--- src/rtl/qwtrace.sv ---
module qwtrace #(
  parameter int AW    = 32,
  parameter int DW    = 32,
  parameter int TSW   = 16,
  parameter int DEPTH = 4,
  parameter int LW    = 8
) (
  input  logic          clk,
  input  logic          rst_n,
  input  logic          win0_en,
  input  logic [AW-1:0] win0_lo,
  input  logic [AW-1:0] win0_hi,
  input  logic          win1_en,
  input  logic [AW-1:0] win1_lo,
  input  logic [AW-1:0] win1_hi,
  input  logic          bus_valid,
  input  logic          bus_write,
  input  logic [AW-1:0] bus_addr,
  input  logic [DW-1:0] bus_data,
  output logic          rec_valid,
  input  logic          rec_ready,
  output logic          rec_tsonly,
  output logic          rec_win,
  output logic [TSW-1:0] rec_delta,
  output logic [AW-1:0] rec_addr,
  output logic [DW-1:0] rec_data,
  output logic [LW-1:0] lost_count
);
  localparam int PW = (DEPTH > 1) ? $clog2(DEPTH) : 1;
  localparam int EW = 2 + TSW + AW + DW;

  logic [EW-1:0]  mem [DEPTH];
  logic [PW-1:0]  wp, rp;
  logic [PW:0]    cnt;
  logic [TSW-1:0] gap;

  wire hit0 = win0_en && bus_addr >= win0_lo && bus_addr <= win0_hi;
  wire hit1 = win1_en && bus_addr >= win1_lo && bus_addr <= win1_hi;
  wire qual = bus_valid && bus_write && (hit0 || hit1);
  wire ovf  = (gap == {TSW{1'b1}}) && !qual;
  wire gen  = qual || ovf;
  wire full = (cnt == (PW+1)'(DEPTH));
  wire push = gen && !full;
  wire pop  = rec_valid && rec_ready;

  wire [EW-1:0] entry = qual ? {1'b0, !hit0, gap, bus_addr, bus_data}
                             : {1'b1, 1'b0, gap, {AW{1'b0}}, {DW{1'b0}}};

  assign rec_valid = (cnt != '0);
  assign {rec_tsonly, rec_win, rec_delta, rec_addr, rec_data} = mem[rp];

  always_ff @(posedge clk) begin
    if (push) mem[wp] <= entry;
  end

  always_ff @(posedge clk) begin
    if (!rst_n) begin
      wp  <= '0;
      rp  <= '0;
      cnt <= '0;
    end else begin
      if (push) wp <= (wp == PW'(DEPTH-1)) ? '0 : wp + 1'b1;
      if (pop)  rp <= (rp == PW'(DEPTH-1)) ? '0 : rp + 1'b1;
      if (push && !pop)      cnt <= cnt + 1'b1;
      else if (pop && !push) cnt <= cnt - 1'b1;
    end
  end

  always_ff @(posedge clk) begin
    if (!rst_n)                    gap <= '0;
    else if (push || ovf)          gap <= TSW'(1);
    else if (gap != {TSW{1'b1}})   gap <= gap + 1'b1;
  end

  always_ff @(posedge clk) begin
    if (!rst_n)                                    lost_count <= '0;
    else if (gen && full && lost_count != '1)      lost_count <= lost_count + 1'b1;
  end
endmodule


--- config.mk ---
export PLATFORM = sky130hd
export DESIGN_NAME = qwtrace
export DESIGN_NICKNAME = d
export VERILOG_FILES = /design/src/rtl/qwtrace.sv
export SDC_FILE = /design/constraint.sdc
export NUM_CORES = 1
export LEC_CHECK = 0
export BUFFER_PORTS_ARGS = -buffer_cell sky130_fd_sc_hd__buf_2
export CAP_MARGIN = 40
export CORE_UTILIZATION = 55
export CTS_CLUSTER_DIAMETER = 50
export CTS_CLUSTER_SIZE = 28
export DETAILED_ROUTE_END_ITERATION = 8
export PLACE_DENSITY = 0.78
export SLEW_MARGIN = 15
export SYNTH_ARGS = -nofsm -noshare
export SYNTH_HDL_FRONTEND = slang
export SYNTH_SLANG_ARGS = --single-unit
--- constraint.sdc ---
create_clock -name clk -period 5 [get_ports clk]
set_clock_uncertainty 0.15 [all_clocks]
set_input_delay 0 -clock clk [delete_from_list [all_inputs] [get_ports clk]]
set_output_delay 0 -clock clk [all_outputs]
set_load 0.02 [all_outputs]
* Word level (Yosys, flattened, before mapping) *
Memory sizes are Yosys's and may differ from the RTL's. A register that Yosys moved wholly into a read port is not among the register bits.
Cells that the tools add are included.

word-level totals
  register bits after elaboration = 31
  bits in writable memories = 328
  input port bits = 199
  output and inout port bits = 91
  word-level logic and storage cells = 60
  memories kept = 1

memories
  name  words  width  rd ports  clocked after memory_dff  wr ports  RTL line  text
  mem   4      82     1         1                         1         32        logic [EW-1:0] mem [DEPTH];

cells by class
  add/sub/neg operators = 6
  magnitude comparators = 4
  eq/ne operators = 6
  muxes and demuxes = 11
  bitwise operators = 1
  reduce and logical (&&, ||, !) cells = 25

operators with widths
  kind                     number
  $mux W82                 1
  $ge A32 B32 Y1           2
  $le A32 B32 Y1           2
  $add A16 B1 Y16 const B  1
  $eq A16 B16 Y1 const B   1
  $ne A16 B16 Y1 const B   1
  $logic_and A1 B1 Y1      13
  $add A8 B1 Y8 const B    1
  $mux W2                  4
  $ne A8 B8 Y1 const B     1
  $mux W3                  2
  $logic_not A1 Y1         5
  $add A2 B1 Y2 const B    2
  $eq A2 B2 Y1 const B     2
  $mux W1                  4
  $reduce_bool A2 Y1       2
  $add A3 B1 Y3 const B    1
  $eq A3 B3 Y1 const B     1
  $logic_or A1 B1 Y1       3
  $reduce_bool A3 Y1       1
  $sub A3 B1 Y3 const B    1
  $reduce_or A2 Y1         1
  $not A1 Y1               1

* Longest topological paths before layout *
  depth in word-level cells = 13
  depth in mapped cells = 16
  depth with buffers taken out = 15

* Least setup slack after synthesis *
OpenSTA, ideal clock, no wires.

  path type = input -> register
  start = in win0_hi[14]
  end = mem mem[0][0] (netlist name), enable pin
  setup time = 449 ps
  arrival time = 4034 ps
  required time = 4401 ps
  path slack = 367 ps
  stages on the path = 11
  path buffers = 1
  cells stage by stage = inv_1 > ha_1 > a21oi_1 > nand2_1 > a221o_1 > o311a_1 > a221o_1 > o211a_1 > buf_2 > nor2_2 > and2_1

between the ends
  longest elaborated chain between the ends = 10

ends and longest elaborated chain
  element                            RTL line  text
  from (decl)                        12        input logic [AW-1:0] win0_hi,
  $le A32 B32 Y1 (*)                 37        wire hit0 = win0_en && bus_addr >= win0_lo && bus_addr <= win0_hi;
  $logic_and A1 B1 Y1 (*)            37
  $logic_or A1 B1 Y1 (*)             39        wire qual = bus_valid && bus_write && (hit0 || hit1);
  $logic_and A1 B1 Y1 (*)            39
  $logic_not A1 Y1                   40        wire ovf = (gap == {TSW{1'b1}}) && !qual;
  $logic_and A1 B1 Y1                40
  $logic_or A1 B1 Y1 (*)             41        wire gen = qual || ovf;
  $logic_and A1 B1 Y1 (*)            43        wire push = gen && !full;
  net push                           43
  $mux W1 (*)                        53        if (push) mem[wp] <= entry;
  $mux W1 (not written as such) (*)  53
  to (decl)                          32

Mark *: on every way through the listed nets, which the timed path passes. The rest lies on a longest branch.

* Worst setup path after layout *
  start = in bus_addr[31]
  end = mem mem[2][78] (netlist name), enable pin

between the ends
  longest elaborated chain between the ends = 11

ends and longest elaborated chain
  element                                              RTL line  text
  from (decl)                                          18        input logic [AW-1:0] bus_addr,
  $ge A32 B32 Y1 (on tied branches)                    37, 38
  $logic_and A1 B1 Y1 (on tied branches) (2 in a row)  37, 38
  $logic_or A1 B1 Y1 (*)                               39
  $logic_and A1 B1 Y1 (*)                              39
  $logic_not A1 Y1                                     40
  $logic_and A1 B1 Y1                                  40
  $logic_or A1 B1 Y1 (*)                               41
  $logic_and A1 B1 Y1 (*)                              43
  net push                                             43
  $mux W1 (*)                                          53
  $mux W1 (not written as such) (*)                    53

Marked as above.

==> impl_results.html <==
<table>
<tr><th>Metric</th><th>Value</th></tr>
<tr><th colspan="2">Outcome</th></tr>
<tr><td>Status</td><td>finished, final reports clean</td></tr>
<tr><th colspan="2">Worst setup path</th></tr>
<tr><td>CP Capture Point</td><td>mem[2][78]</td></tr>
<tr><td>Top cell family by delay on the critical path</td><td>simple AND/OR/NAND/NOR gates</td></tr>
<tr><td>CP Data Arrival Time</td><td>between 4000 and 5000 ps</td></tr>
<tr><td>Largest stage delay on the critical path</td><td>640 ps</td></tr>
<tr><td>Element type at the critical path end</td><td>flip-flop</td></tr>
<tr><td>CP startpoint kind</td><td>input port</td></tr>
<tr><td>Critical path, cell by cell</td><td>dlygate4sd3_1 &gt; buf_2 &gt; ha_1 &gt; nand4_1 &gt; nor4_1 &gt; nand3_1 &gt; o311ai_0 &gt; o221ai_1 &gt; o211a_1 &gt; nor2_2 &gt; and2_4 &gt; buf_4</td></tr>
<tr><td>Cell with the largest stage delay on the worst path</td><td>sky130_fd_sc_hd__and2_4</td></tr>
<tr><td>Largest fanout on the critical path</td><td>40</td></tr>
<tr><td>Setup slack on the worst flop-to-flop path</td><td>just under 1000 ps</td></tr>
<tr><td>Length in cells of the worst reg-to-reg path</td><td>9</td></tr>
<tr><td>Buffer and inverter count on the worst path</td><td>3</td></tr>
<tr><td>Levels on crit path</td><td>12</td></tr>
<tr><td>Reg-to-reg critical path startpoint</td><td>gap[1]</td></tr>
<tr><td>CP startpoint</td><td>bus_addr[31]</td></tr>
<tr><td>Required time of the worst setup path</td><td>slightly above 5000 ps</td></tr>
<tr><td>End of the worst register-to-register path</td><td>mem[2][78]</td></tr>
<tr><td>Kind of critical path</td><td>in2reg</td></tr>
<tr><th colspan="2">Synth</th></tr>
<tr><td>Asr flop ratio synth</td><td>0</td></tr>
<tr><td>Post-synth net total</td><td>1,475</td></tr>
<tr><td>Post-synthesis instance total</td><td>1,139</td></tr>
<tr><td>Largest area contributor in the synthesized netlist</td><td>sky130_fd_sc_hd__edfxtp_1</td></tr>
<tr><td>Share of the synthesized area in the top cell type</td><td>0.577</td></tr>
<tr><td>Sequential share of the synthesized area</td><td>0.616</td></tr>
<tr><td>Synth area leaders</td><td>sky130_fd_sc_hd__edfxtp_1 (58%), sky130_fd_sc_hd__mux4_2 (11%), sky130_fd_sc_hd__ha_1 (10%), sky130_fd_sc_hd__dfxtp_1 (3.9%), sky130_fd_sc_hd__inv_1 (2.9%)</td></tr>
<tr><td>Ys flop type</td><td>sky130_fd_sc_hd__edfxtp_1</td></tr>
<tr><td>Register bit total from synthesis</td><td>~360</td></tr>
<tr><td>Number of enable-type register cells in the synthesized netlist</td><td>between 300 and 400</td></tr>
<tr><td>Netlist area before placement</td><td>about 0.017 mm^2</td></tr>
<tr><td>Most common cell in the synthesized netlist</td><td>sky130_fd_sc_hd__edfxtp_1</td></tr>
<tr><td>Mean cell area of the mapped netlist</td><td>15.0 um^2</td></tr>
<tr><td>Post-synth top cells</td><td>sky130_fd_sc_hd__edfxtp_1 (328), sky130_fd_sc_hd__ha_1 (136), sky130_fd_sc_hd__inv_1 (133), sky130_fd_sc_hd__mux4_2 (82), sky130_fd_sc_hd__and2_1 (70)</td></tr>
<tr><td>Count of different cell masters after synthesis</td><td>60</td></tr>
<tr><td>Synthesis warning total</td><td>0</td></tr>
<tr><th colspan="2">Drt</th></tr>
<tr><td>Remaining design rule violation count</td><td>0</td></tr>
<tr><td>Routed vias</td><td>10.7k</td></tr>
<tr><td>First drt pass iteration count</td><td>4</td></tr>
<tr><td>Detailed router's first-iteration violation count</td><td>~500</td></tr>
<tr><td>WL/cell</td><td>19.7 um</td></tr>
<tr><td>Remaining antenna violation count after routing</td><td>0</td></tr>
<tr><td>DRT Wirelength</td><td>around 38,000 um</td></tr>
<tr><td>Vias per Instance</td><td>between 5 and 6</td></tr>
<tr><th colspan="2">Floorplan</th></tr>
<tr><td>Starting Density</td><td>0.558</td></tr>
<tr><td>FP Rows</td><td>64</td></tr>
<tr><td>Die Wd</td><td>~180 um</td></tr>
<tr><td>Core area</td><td>between 0.03 and 0.04 mm^2</td></tr>
<tr><td>Die Footprint</td><td>roughly 0.032 mm^2</td></tr>
<tr><td>IO Pins</td><td>290</td></tr>
<tr><td>Vertical extent of the die</td><td>roughly 180 um</td></tr>
<tr><th colspan="2">Power</th></tr>
<tr><td>IR drop worst, VDD</td><td>0.230 mV</td></tr>
<tr><td>Leakage power summed over all cells</td><td>8.32 nW</td></tr>
<tr><td>Ratio of total power to cell area</td><td>352 mW/mm^2</td></tr>
<tr><td>Overall power after layout</td><td>about 0.0073 W</td></tr>
<tr><th colspan="2">Clock tree</th></tr>
<tr><td>Maximum level of the CTS H-tree</td><td>1</td></tr>
<tr><td>Clock sink total</td><td>361</td></tr>
<tr><td>TritonCTS clock tree</td><td>built</td></tr>
<tr><td>Worst-path clk slew</td><td>approximately 80 ps</td></tr>
<tr><td>Buffers inserted by post-CTS timing repair</td><td>0</td></tr>
<tr><td>CTS Root Cell</td><td>sky130_fd_sc_hd__clkbuf_16</td></tr>
<tr><td>Maximum clock insertion buffer count</td><td>3</td></tr>
<tr><td>Clock latency on the worst-skew pair</td><td>550 ps</td></tr>
<tr><td>Cts bufs inserted</td><td>25</td></tr>
<tr><th colspan="2">Layout</th></tr>
<tr><td>Net total in the final layout</td><td>1,844</td></tr>
<tr><td>Fraction of final layout cells with drive strength greater than 1</td><td>0.290</td></tr>
<tr><td>Layout area overhead</td><td>21.1%</td></tr>
<tr><td>Layout Utilization</td><td>0.676</td></tr>
<tr><td>Final cell count without fillers</td><td>between 1.5k and 2k</td></tr>
<tr><td>Antenna Cells</td><td>0</td></tr>
<tr><th colspan="2">GRT</th></tr>
<tr><td>Total global-route track usage</td><td>0.242</td></tr>
<tr><td>Initial antenna violation count</td><td>0</td></tr>
<tr><td>Maximum number of pins on one net before global-route repair</td><td>between 60 and 70</td></tr>
<tr><td>First-pass GRT wire length</td><td>58,200 um</td></tr>
<tr><td>Grt total ovfl</td><td>0</td></tr>
<tr><td>Via count of the first global-routing pass</td><td>11.0k</td></tr>
<tr><th colspan="2">Flow run</th></tr>
<tr><td>Number of maximum-capacitance constraint violations</td><td>0</td></tr>
<tr><th colspan="2">Placement</th></tr>
<tr><td>Routability congestion estimate from global placement</td><td>approximately 0.94</td></tr>
<tr><td>Post-placement cell count</td><td>approximately 1.8k</td></tr>
<tr><td>Half-perimeter wire length after detailed placement</td><td>between 20,000 and 30,000 um</td></tr>
<tr><td>Buffers on Ports</td><td>between 200 and 300</td></tr>
<tr><th colspan="2">Timing</th></tr>
<tr><td>Final Max Tran Viols</td><td>0</td></tr>
<tr><td>RSZ-0062 raised after global routing</td><td>no</td></tr>
<tr><td>Slew headroom</td><td>0.514</td></tr>
<tr><td>Maximum operating frequency</td><td>approximately 220 MHz</td></tr>
<tr><td>Final clock period utilization by the worst path</td><td>0.894</td></tr>
<tr><td>Hold Worst Slack</td><td>108 ps</td></tr>
<tr><td>Hold Fails Final Rpt</td><td>0</td></tr>
<tr><td>Endpoints failing setup</td><td>0</td></tr>
<tr><td>Slew at the pin closest to its max-slew limit</td><td>~730 ps</td></tr>
<tr><td>Sum Neg Setup Slack</td><td>0 ps</td></tr>
<tr><td>Final critical path time including I/O delays and setup</td><td>4470 ps</td></tr>
<tr><th colspan="2">Hold path</th></tr>
<tr><td>Path category of the worst min-delay check</td><td>in2reg</td></tr>
</table>
## report_power, final
group | internal [W] | switching (W)
logic | 0.000776 | 0.000942
clock network | 0.00106 | 0.00111
registers | 0.00333 | 0.0000723
total | 0.00516 | 0.00212
## layer usage
layer / global-route usage / up-vias / wire (um)
met4: 0.0734 / 0 / 1060
li1: - / 5092 / -
met3: 0.0343 / 68 / 2040
met5: 0 / - / 0
met2: 0.436 / 322 / 19400
met1: 0.302 / 5242 / 15300
## logic make-up after synthesis
logic type,after synthesis,share of synthesized area
AOI/OAI and AO/OA,130,0.0493
DFF,361,0.616
xor gates and xnor gates,12,0.00616
muxes,87,0.111
buffers and inverters,165,0.0365
and+or+nand+nor,247,0.0799
adders and majority gates,137,0.101
## state kept, by name, summed over array words and instances, names as in the netlist, named ones only
register and count:
lost_count 8, mem 328, wp 2, gap 16, cnt 3, rp 2
## worst min-delay path: cells and delay by family
| family | cells | cell delay [ps] |
|---|---|---|
| compound gates | 1 | 90 |
| buf+inv | 2 | 340 |
| simple gates | 1 | 180 |
## cells in the final DEF, fill, tap and decap left out, types with 9 or more instances in the layout
cell                              n
sky130_fd_sc_hd__clkbuf_16       25
sky130_fd_sc_hd__nand2_1         42
sky130_fd_sc_hd__a21oi_1         52
sky130_fd_sc_hd__nand4_1         26
sky130_fd_sc_hd__a21o_1          11
sky130_fd_sc_hd__buf_2          290
sky130_fd_sc_hd__edfxtp_1       328
sky130_fd_sc_hd__inv_1          133
sky130_fd_sc_hd__o21ai_0         18
sky130_fd_sc_hd__nand2b_1         9
sky130_fd_sc_hd__nor2_1          24
sky130_fd_sc_hd__ha_1           136
sky130_fd_sc_hd__nand3_1         20
sky130_fd_sc_hd__dfxtp_1         31
sky130_fd_sc_hd__nor3_1          20
sky130_fd_sc_hd__and2_1          66
sky130_fd_sc_hd__mux4_2          82
sky130_fd_sc_hd__dlygate4sd3_1   67
sky130_fd_sc_hd__buf_4           13
## worst min-delay path by stage
stage	from	end	slack [ps]	cells after the start
2_1_floorplan	rst_n	lost_count[1]	-3	2
3_3_place_gp	rec_ready	flip-flop	140	3
3_5_place_dp	rec_ready	flip-flop	150	3
4_1_cts	bus_write	mem[1][81]	130	4
5_1_grt	bus_write	mem[1][81]	140	4
6_report	bus_write	mem[1][81]	110	4
## area by class of cell
cell class                 count  area (um^2)
sequential                   361        10500
fill                        2148         9920
multi-input combinational    613         5950
timing repair buffer         373         2290
clock buffer                  27          633
inverter                     134          503
tap                          396          495
clock inverter                19          275
## what timing repair did
| action | CTS | global route |
|---|---|---|
| hold buffers | 67 | 0 |
| resized for setup | 0 | 0 |
| hold endpoints to repair | 289 | 0 |
## per-stage QoR
step	worst slack, ps	instance area [um^2]
final	529	20700
after global routing	348	20700
after CTS	524	20700
after detailed placement	518	19100
after global placement	526	19000
after floorplan	367	17100
No activity file was read; power rests on OpenSTA's default activity.
